### src/rtl/pwm_pkg.sv
package pwm_pkg;
  localparam int PWM_REG_W = 8;

  typedef struct packed {
    logic [PWM_REG_W-1:0] div;
    logic [PWM_REG_W-1:0] span;
    logic [PWM_REG_W-1:0] duty;
  } pwm_cfg_t;
endpackage

### src/rtl/pwm_shadow_cfg.sv
module pwm_shadow_cfg
  import pwm_pkg::*;
(
  input  logic                 clk,
  input  logic                 rst,
  input  logic                 div_we,
  input  logic [PWM_REG_W-1:0] div_wdata,
  input  logic                 span_we,
  input  logic [PWM_REG_W-1:0] span_wdata,
  input  logic                 duty_we,
  input  logic [PWM_REG_W-1:0] duty_wdata,
  input  logic                 wrap,
  output pwm_cfg_t             act_q,
  output pwm_cfg_t             act_d
);
  pwm_cfg_t staged_q, staged_d;

  always_comb begin
    staged_d = staged_q;
    if (div_we)  staged_d.div  = div_wdata;
    if (span_we) staged_d.span = span_wdata;
    if (duty_we) staged_d.duty = duty_wdata;
    act_d = wrap ? staged_d : act_q;
  end

  always_ff @(posedge clk) begin
    if (rst) begin
      staged_q <= '0;
      act_q    <= '0;
    end else begin
      staged_q <= staged_d;
      act_q    <= act_d;
    end
  end

  // running settings change only at a period wrap
  assert_hold_cfg_R6: assert property (@(posedge clk) disable iff (rst)
    !wrap |=> $stable(act_q));
endmodule

### src/rtl/pwm_prescaler.sv
module pwm_prescaler
  import pwm_pkg::*;
#(
  parameter int W = PWM_REG_W
) (
  input  logic         clk,
  input  logic         rst,
  input  logic [W-1:0] div_lim,
  output logic         tick
);
  logic [W-1:0] cnt_q;

  assign tick = (cnt_q == div_lim);

  always_ff @(posedge clk) begin
    if (rst)       cnt_q <= '0;
    else if (tick) cnt_q <= '0;
    else           cnt_q <= cnt_q + 1'b1;
  end

  // divider count never passes its limit
  assert_div_bound_R1: assert property (@(posedge clk) disable iff (rst)
    cnt_q <= div_lim);
endmodule

### src/rtl/pwm_step_counter.sv
module pwm_step_counter
  import pwm_pkg::*;
#(
  parameter int W = PWM_REG_W
) (
  input  logic         clk,
  input  logic         rst,
  input  logic         tick,
  input  logic [W-1:0] span_lim,
  output logic [W-1:0] step_q,
  output logic [W-1:0] step_d,
  output logic         wrap
);
  logic at_end;

  assign at_end = (step_q == span_lim);
  assign wrap   = tick && at_end;

  always_comb begin
    step_d = step_q;
    if (tick) step_d = at_end ? '0 : step_q + 1'b1;
  end

  always_ff @(posedge clk) begin
    if (rst) step_q <= '0;
    else     step_q <= step_d;
  end

  // step index stays within the span
  assert_step_bound_R2: assert property (@(posedge clk) disable iff (rst)
    step_q <= span_lim);
  // step index moves only on a prescaled tick
  assert_step_hold_R1: assert property (@(posedge clk) disable iff (rst)
    !tick |=> $stable(step_q));
endmodule

### src/rtl/pwm_timebase.sv
module pwm_timebase
  import pwm_pkg::*;
(
  input  logic                 clk,
  input  logic                 rst,
  input  logic                 div_we,
  input  logic [PWM_REG_W-1:0] div_wdata,
  input  logic                 span_we,
  input  logic [PWM_REG_W-1:0] span_wdata,
  input  logic                 duty_we,
  input  logic [PWM_REG_W-1:0] duty_wdata,
  output logic                 period_start,
  output logic                 pwm_out
);
  pwm_cfg_t             act_q, act_d;
  logic                 tick, wrap;
  logic [PWM_REG_W-1:0] step_q, step_d;

  pwm_shadow_cfg u_cfg (
    .clk(clk), .rst(rst),
    .div_we(div_we), .div_wdata(div_wdata),
    .span_we(span_we), .span_wdata(span_wdata),
    .duty_we(duty_we), .duty_wdata(duty_wdata),
    .wrap(wrap), .act_q(act_q), .act_d(act_d)
  );

  pwm_prescaler #(.W(PWM_REG_W)) u_div (
    .clk(clk), .rst(rst), .div_lim(act_q.div), .tick(tick)
  );

  pwm_step_counter #(.W(PWM_REG_W)) u_step (
    .clk(clk), .rst(rst), .tick(tick), .span_lim(act_q.span),
    .step_q(step_q), .step_d(step_d), .wrap(wrap)
  );

  // Output and strobe are registered from next-state values so they line
  // up with the counter state they describe.
  always_ff @(posedge clk) begin
    if (rst) begin
      pwm_out      <= 1'b0;
      period_start <= 1'b0;
    end else begin
      pwm_out      <= (step_d < act_d.duty);
      period_start <= wrap;
    end
  end

  // zero duty never drives the output high
  assert_zero_duty_R4: assert property (@(posedge clk) disable iff (rst)
    (act_q.duty == '0) |-> !pwm_out);
  // duty above the span holds the output high
  assert_full_duty_R5: assert property (@(posedge clk) disable iff (rst)
    (act_q.duty > act_q.span) |-> pwm_out);
  // strobe lasts one cycle when the period is longer than one cycle
  assert_strobe_pulse_R8: assert property (@(posedge clk) disable iff (rst)
    (period_start && (act_q.div != '0 || act_q.span != '0)) |=> !period_start);
  // reset drives both outputs low
  assert_reset_low_R7: assert property (@(posedge clk)
    rst |=> (!pwm_out && !period_start));
endmodule

### config.mk
export PLATFORM = sky130hd
export DESIGN_NAME = pwm_timebase
export DESIGN_NICKNAME = d
export VERILOG_FILES = /design/src/rtl/pwm_pkg.sv /design/src/rtl/pwm_shadow_cfg.sv /design/src/rtl/pwm_prescaler.sv /design/src/rtl/pwm_step_counter.sv /design/src/rtl/pwm_timebase.sv
export SDC_FILE = /design/constraint.sdc
export NUM_CORES = 1
export LEC_CHECK = 0
export BUFFER_PORTS_ARGS = -buffer_cell sky130_fd_sc_hd__clkbuf_2
export CAP_MARGIN = 30
export CORE_MARGIN = 8
export CORE_UTILIZATION = 50
export CTS_BUF_LIST = sky130_fd_sc_hd__clkbuf_4 sky130_fd_sc_hd__clkbuf_8 sky130_fd_sc_hd__clkbuf_16
export DETAILED_ROUTE_END_ITERATION = 6
export GPL_ROUTABILITY_DRIVEN = 0
export GPL_TIMING_DRIVEN = 0
export PLACE_DENSITY = 0.72
export SYNTH_ARGS = -nofsm -noshare
export SYNTH_HDL_FRONTEND = slang
export SYNTH_SLANG_ARGS = --single-unit
### constraint.sdc
create_clock -name clk -period 2.83 [get_ports clk]
set_clock_uncertainty 0.2 [all_clocks]
set_input_delay 0.4245 -clock clk [delete_from_list [all_inputs] [get_ports clk]]
set_output_delay 0.4245 -clock clk [all_outputs]
set_load 0.02 [all_outputs]
Word-level counts from Yosys, hierarchy flattened
Index checks and enable logic that the tools add are counted.
{ "word_totals": {"ff_bits": 66, "output_inout_bits": 2} }
{ "op_classes": {"add_sub_neg": 2, "magnitude_cmp": 1, "eq_ne": 2, "muxes": 6, "reduce_logical": 2} }
{ "ops": {"columns": ["cell", "n"], "rows": [
  ["$mux W8", 6],
  ["$add A8 B1 Y8 const B", 2],
  ["$eq A8 B8 Y1", 2],
  ["$lt A8 B8 Y1", 1],
  ["$reduce_or A2 Y1", 1],
  ["$logic_and A1 B1 Y1", 1]
]} }

Depth between registers and ports, before layout
{ "depth": {"word_depth": 4, "depth_mapped": 12, "mapped_depth_nobuf": 12} }

Hierarchy
Synthesis repeated with hierarchy kept, for this count alone.
{ "hier_totals": {"hier_cells": 321, "area_unflattened_um2": 2977.9} }
{ "modules_own_cells": {"columns": ["module", "n_inst", "cells_each", "area_per_inst_um2", "seq_area_each_um2"], "rows": [
  ["pwm_shadow_cfg", 1, 184, 1783.0, 960.9],
  ["pwm_step_counter", 1, 63, 499.2, 160.2],
  ["pwm_prescaler", 1, 46, 467.9, 160.2],
  ["pwm_timebase", 1, 28, 227.7, 40.0]
]} }

Worst setup path before layout
No wires, ideal clock.
{ "synth_timing": {"path_type": "register to register", "start": "reg u_step.step_q[6]", "end": "reg pwm_out", "arrival_time_ns": 2.564, "t_required_ns": 2.573, "path_slack_ns": 0.009, "stages_incl_launch_ff": 12, "n_path_buf": 0, "synth_period_minus_slack_ns": 2.821, "cell_sequence": "dfxtp_1 -> xor2_1 -> nor4_2 -> nand2_1 -> nor2_8 -> mux2i_1 -> ha_1 -> a21o_1 -> a21o_1 -> a211oi_1 -> nor3b_1 -> a21bo_1"} }
{ "synth_via": {"elab_chain_len": 4, "elab_cells_between_ends": 7} }
{ "synth_rtl": {"columns": ["item", "line_no", "source"], "rows": [
  ["from (decl)", "pwm_step_counter.sv:10", "output logic [W-1:0] step_q,"],
  ["from (signal assigned)", "pwm_step_counter.sv:26", "else step_q <= step_d;"],
  ["$add A8 B1 Y8 / $eq A8 B8 Y1 (equally long branches)", "pwm_step_counter.sv:21, pwm_step_counter.sv:16", null],
  ["$mux W8 / $logic_and A1 B1 Y1 (equally long branches)", "pwm_step_counter.sv:21, pwm_step_counter.sv:17", null],
  ["$mux W8 (on tied branches)", "pwm_step_counter.sv:21, pwm_shadow_cfg.sv:23", null],
  ["$lt A8 B8 Y1 *", "pwm_timebase.sv:43", "pwm_out <= (step_d < act_d.duty);"],
  ["to (signal assigned)", "pwm_timebase.sv:43", null],
  ["to (decl)", "pwm_timebase.sv:13", "output logic pwm_out"]
]} }
Every way passes the cells marked *; elsewhere a longest branch is shown, timed or not.
A chain may end at the register's enable or synchronous reset.

Final worst setup path
{ "layout_timing": {"start": "reg u_cfg.act_q[18] (netlist name)", "end": "reg pwm_out"} }
{ "layout_via": {"elab_chain_len": 4, "elab_cells_between_ends": 5} }
{ "layout_rtl": {"columns": ["item", "line_no", "source"], "rows": [
  ["$eq A8 B8 Y1 *", "pwm_prescaler.sv:13", "assign tick = (cnt_q == div_lim);"],
  ["$logic_and A1 B1 Y1", "pwm_step_counter.sv:17", "assign wrap = tick && at_end;"],
  ["$mux W8", "pwm_shadow_cfg.sv:23", "act_d = wrap ? staged_d : act_q;"],
  ["$lt A8 B8 Y1 *", "pwm_timebase.sv:43", null]
]} }
Marks and branches as above.

==> results.yml <==
floorplanning:
  rows: 28
  die_area_sq_mm: 0.00858
  start_util: 0.508
  placeable_core_region_sq_mm: 0.00578
  dieHeight_microns: 92.6
  chipWidth_microns: 92.6
  io_pins: 31
logic_synthesis:
  yosysTopAreaCellShare: 0.450
  synth.lib_cells_used.distinct: 39
  synth_top_area_cell: "dfxtp_1"
  synth-seq-area-share: 0.450
  synth_fa_ha_area_frac: 0.0383
  synth_top_family_by_area: "simple AND/OR/NAND/NOR gates"
  average_size_of_a_mapped_cell_sq_um: 10.5
  ys_ff_latch: 66
  number_of_flops_mapped_to_enable_cells_by_yosys: 0
  ys_warn_count: 0
  yosys-top-cells-count: "66 x dfxtp_1, 43 x nor2_1, 25 x mux2i_1"
  synth-xor-area-share: 0.0716
  synthesis.instances: 281
  synthSimpleGateAreaFrac: 0.189
  postSynthNetCount: 319
  synthMostInstantiatedCell: "dfxtp_1"
  synth_async_sr_flop_share: 0
  synthMuxAreaShare: 0.150
  synthesis.area_sq_mm: 0.00294
  synth_compound_area_frac: 0.0733
  most_instantiated_flip_flop_cell_in_the_synthesis_netlist: "dfxtp_1"
  synth_area_leaders: "dfxtp_1 45%, mux2i_1 8.5%, xor2_1 6.9%, mux2_2 6.5%, nor2_1 5.5%"
run:
  max_cap_violations: 0
grt:
  grt_max_degree: 11
  grt_use_total: 0.139
  grt_antenna_before_repair: 0
  grt_remaining_overflow: 0
  wire_length_of_the_first_global_routing_pass_microns: 9520
  grt_pass1_vias: 2030
cts:
  clkSlewWorstSetupHoldPaths_ns: 0.07
  clk_latency_ns: 0.33
  cts_root_buf: "clkbuf_8"
  level_count_of_the_clock_h_tree: 3
  clk_path_buf_depth: 2
  cts_sinks: 66
  number_of_buffers_added_to_fix_hold_violations_after_cts: 0
  cts_inserted_buffers: 9
  cts_tree: "built"
outcome:
  status: "complete, but fails checks"
  failed_checks: "setup timing"
setup_path:
  worstSetupPathType: "register to register"
  crit_fanout: 5
  worst_path_largest_cell_delay_ns: 0.37
  critPathArrivalTime_ns: 3.08
  end_kind: "register"
  crit_path_frequent_cell: "a21o_1"
  cp_data_required_time_ns: 2.91
  cp_slowest_cell: "nor4_4"
  start_kind: "register"
  worstPathCellList: "xor2_2, nor4_4, nand2_4, nor2_8, mux2i_4, ha_4, a21o_1, a21o_1, a211oi_2, nor3b_2, a21bo_1"
placed_design:
  place_inst: 383
  pre_cts_slack_ns: -0.370
  post-dp-hpwl_microns: 3930
  buffer_ports.inserted: 27
route:
  post_drt_via_cell_ratio: 5.04
  drt_iter0_markers: 105
  detail-route-antenna-nets: 0
  detail_route.drc_violations: 0
  num_vias: 2085
  router_iterations_before_antenna_repair: 7
  wirelength_per_cell_microns: 14.1
  drt_wl_total_microns: 5830
sta:
  period_minus_slack_ns: 2.99
  report.final.hold_viol_count: 0
  period_share: 1.06
  finalWorstSetupSlack_ns: -0.162
  grt_setup_unrepaired: "yes"
  worst-slew-pin-transition_ns: 0.601
  setup_viol_count_final: 1
  whs_ns: 0.184
  slew_headroom: 0.599
  fmax_mhz: 334
  maxSlewViolCount: 0
final_layout:
  final_net_count: 373
  fin_util: 0.615
  nFillCells: 490
  final_cells: 414
  num_antenna_cells: 0
  syn2layout_area_growth_pct: 21.0
  final_layout_size_suffix_gt1_frac: 0.322
power:
  power.static_leakage_nw: 1.60
  worst_ir_drop_vdd_mv: 0.742
  power-per-cell-area_mw_per_mm2: 1340
min_path:
  timing.hold.worst.class: "primary input to register"
## where the power goes
| group | switching (mW) | internal, mW | total (mW) | leakage (nW) |
|---|---|---|---|---|
| Combinational | 1.37 | 1.39 | 2.76 | 0.952 |
| Clock | 0.335 | 0.406 | 0.741 | 0.101 |
| Sequential | 0.127 | 1.13 | 1.26 | 0.543 |
## state kept, by name, summed over array words and instances, names as in the netlist
| register | flops |
|---|---|
| u_cfg.staged_q | 24 |
| u_step.step_q | 8 |
| pwm_out | 1 |
| u_div.cnt_q | 8 |
| period_start | 1 |
| u_cfg.act_q | 24 |
## area by class of cell
type,instances,area [sq um],share of cell area
flip-flops and latches,66,1330,0.375
inverters,2,7.51,0.00211
multi-input cells,200,1600,0.450
clock inverters,2,10.0,0.00282
well taps,75,93.8,0.0264
plain buffers,13,76.3,0.0215
repair buffers,43,255,0.0718
clock buffers,13,179,0.0503
## stage by stage
stage	setup TNS [ns]	instance area (sq um)	power (mW)
after floorplan	0	2940	2.92
after global placement	-0.333	3170	3.25
after detailed placement	-0.370	3170	3.28
after CTS	-0.0460	3460	4.46
after global routing	-0.275	3550	5.09
final	-0.162	3550	4.76
## path summary, 6_finish.rpt
kind                              to  slack, ns  depth (start not counted)            start
hold / removal    u_cfg.staged_q[11]       0.18                          3    span_wdata[3]
hold reg to reg       u_div.cnt_q[0]       0.28                          1   u_div.cnt_q[0]
setup reg to reg             pwm_out      -0.16                         11  u_cfg.act_q[18]
setup / recovery             pwm_out      -0.16                         11  u_cfg.act_q[18]
## routing by layer
metal  vias to the layer above  GRT usage  share of wire
met5                         -          0              0
met4                         0     0.0537         0.0094
met3                         5     0.0413          0.044
met2                        32      0.228           0.50
met1                       978      0.169           0.44
li1                       1070          -              -
## cells by family (layout without fill, tap and decap cells)
kind of cell,Yosys count,in the layout
DFF,66,66
and+or+nand+nor,99,99
muxes,42,42
buffers and inverters,15,73
xor gates and xnor gates,24,24
AOI/OAI and AO/OA,26,26
adders and majority gates,9,9
## critical path, delay by kind of cell (launching register included)
kind | cells | cell delay, ns
fa+ha+maj | 1 | 0.23
simple gates | 4 | 0.95
mux | 1 | 0.29
flops | 1 | 0.34
xor+xnor | 1 | 0.18
compound gates | 4 | 0.75
## layout by cell type (no fill, tap or decap), drive strengths merged, types with 7 or more instances in the layout
cell,count
buf,20
a211oi,8
mux2i,25
nand2,7
xor2,23
ha,9
clkbuf,49
nor2,45
dfxtp,66
mux2,17
nor2b,19
## timing repair
item | in CTS | in global routing
setup endpoints to repair | 1 | 1
buffers inserted | 9 | 7
gates resized for setup | 13 | 9
pin swaps | 11 | 11
Power figures use the tool's default switching activity.
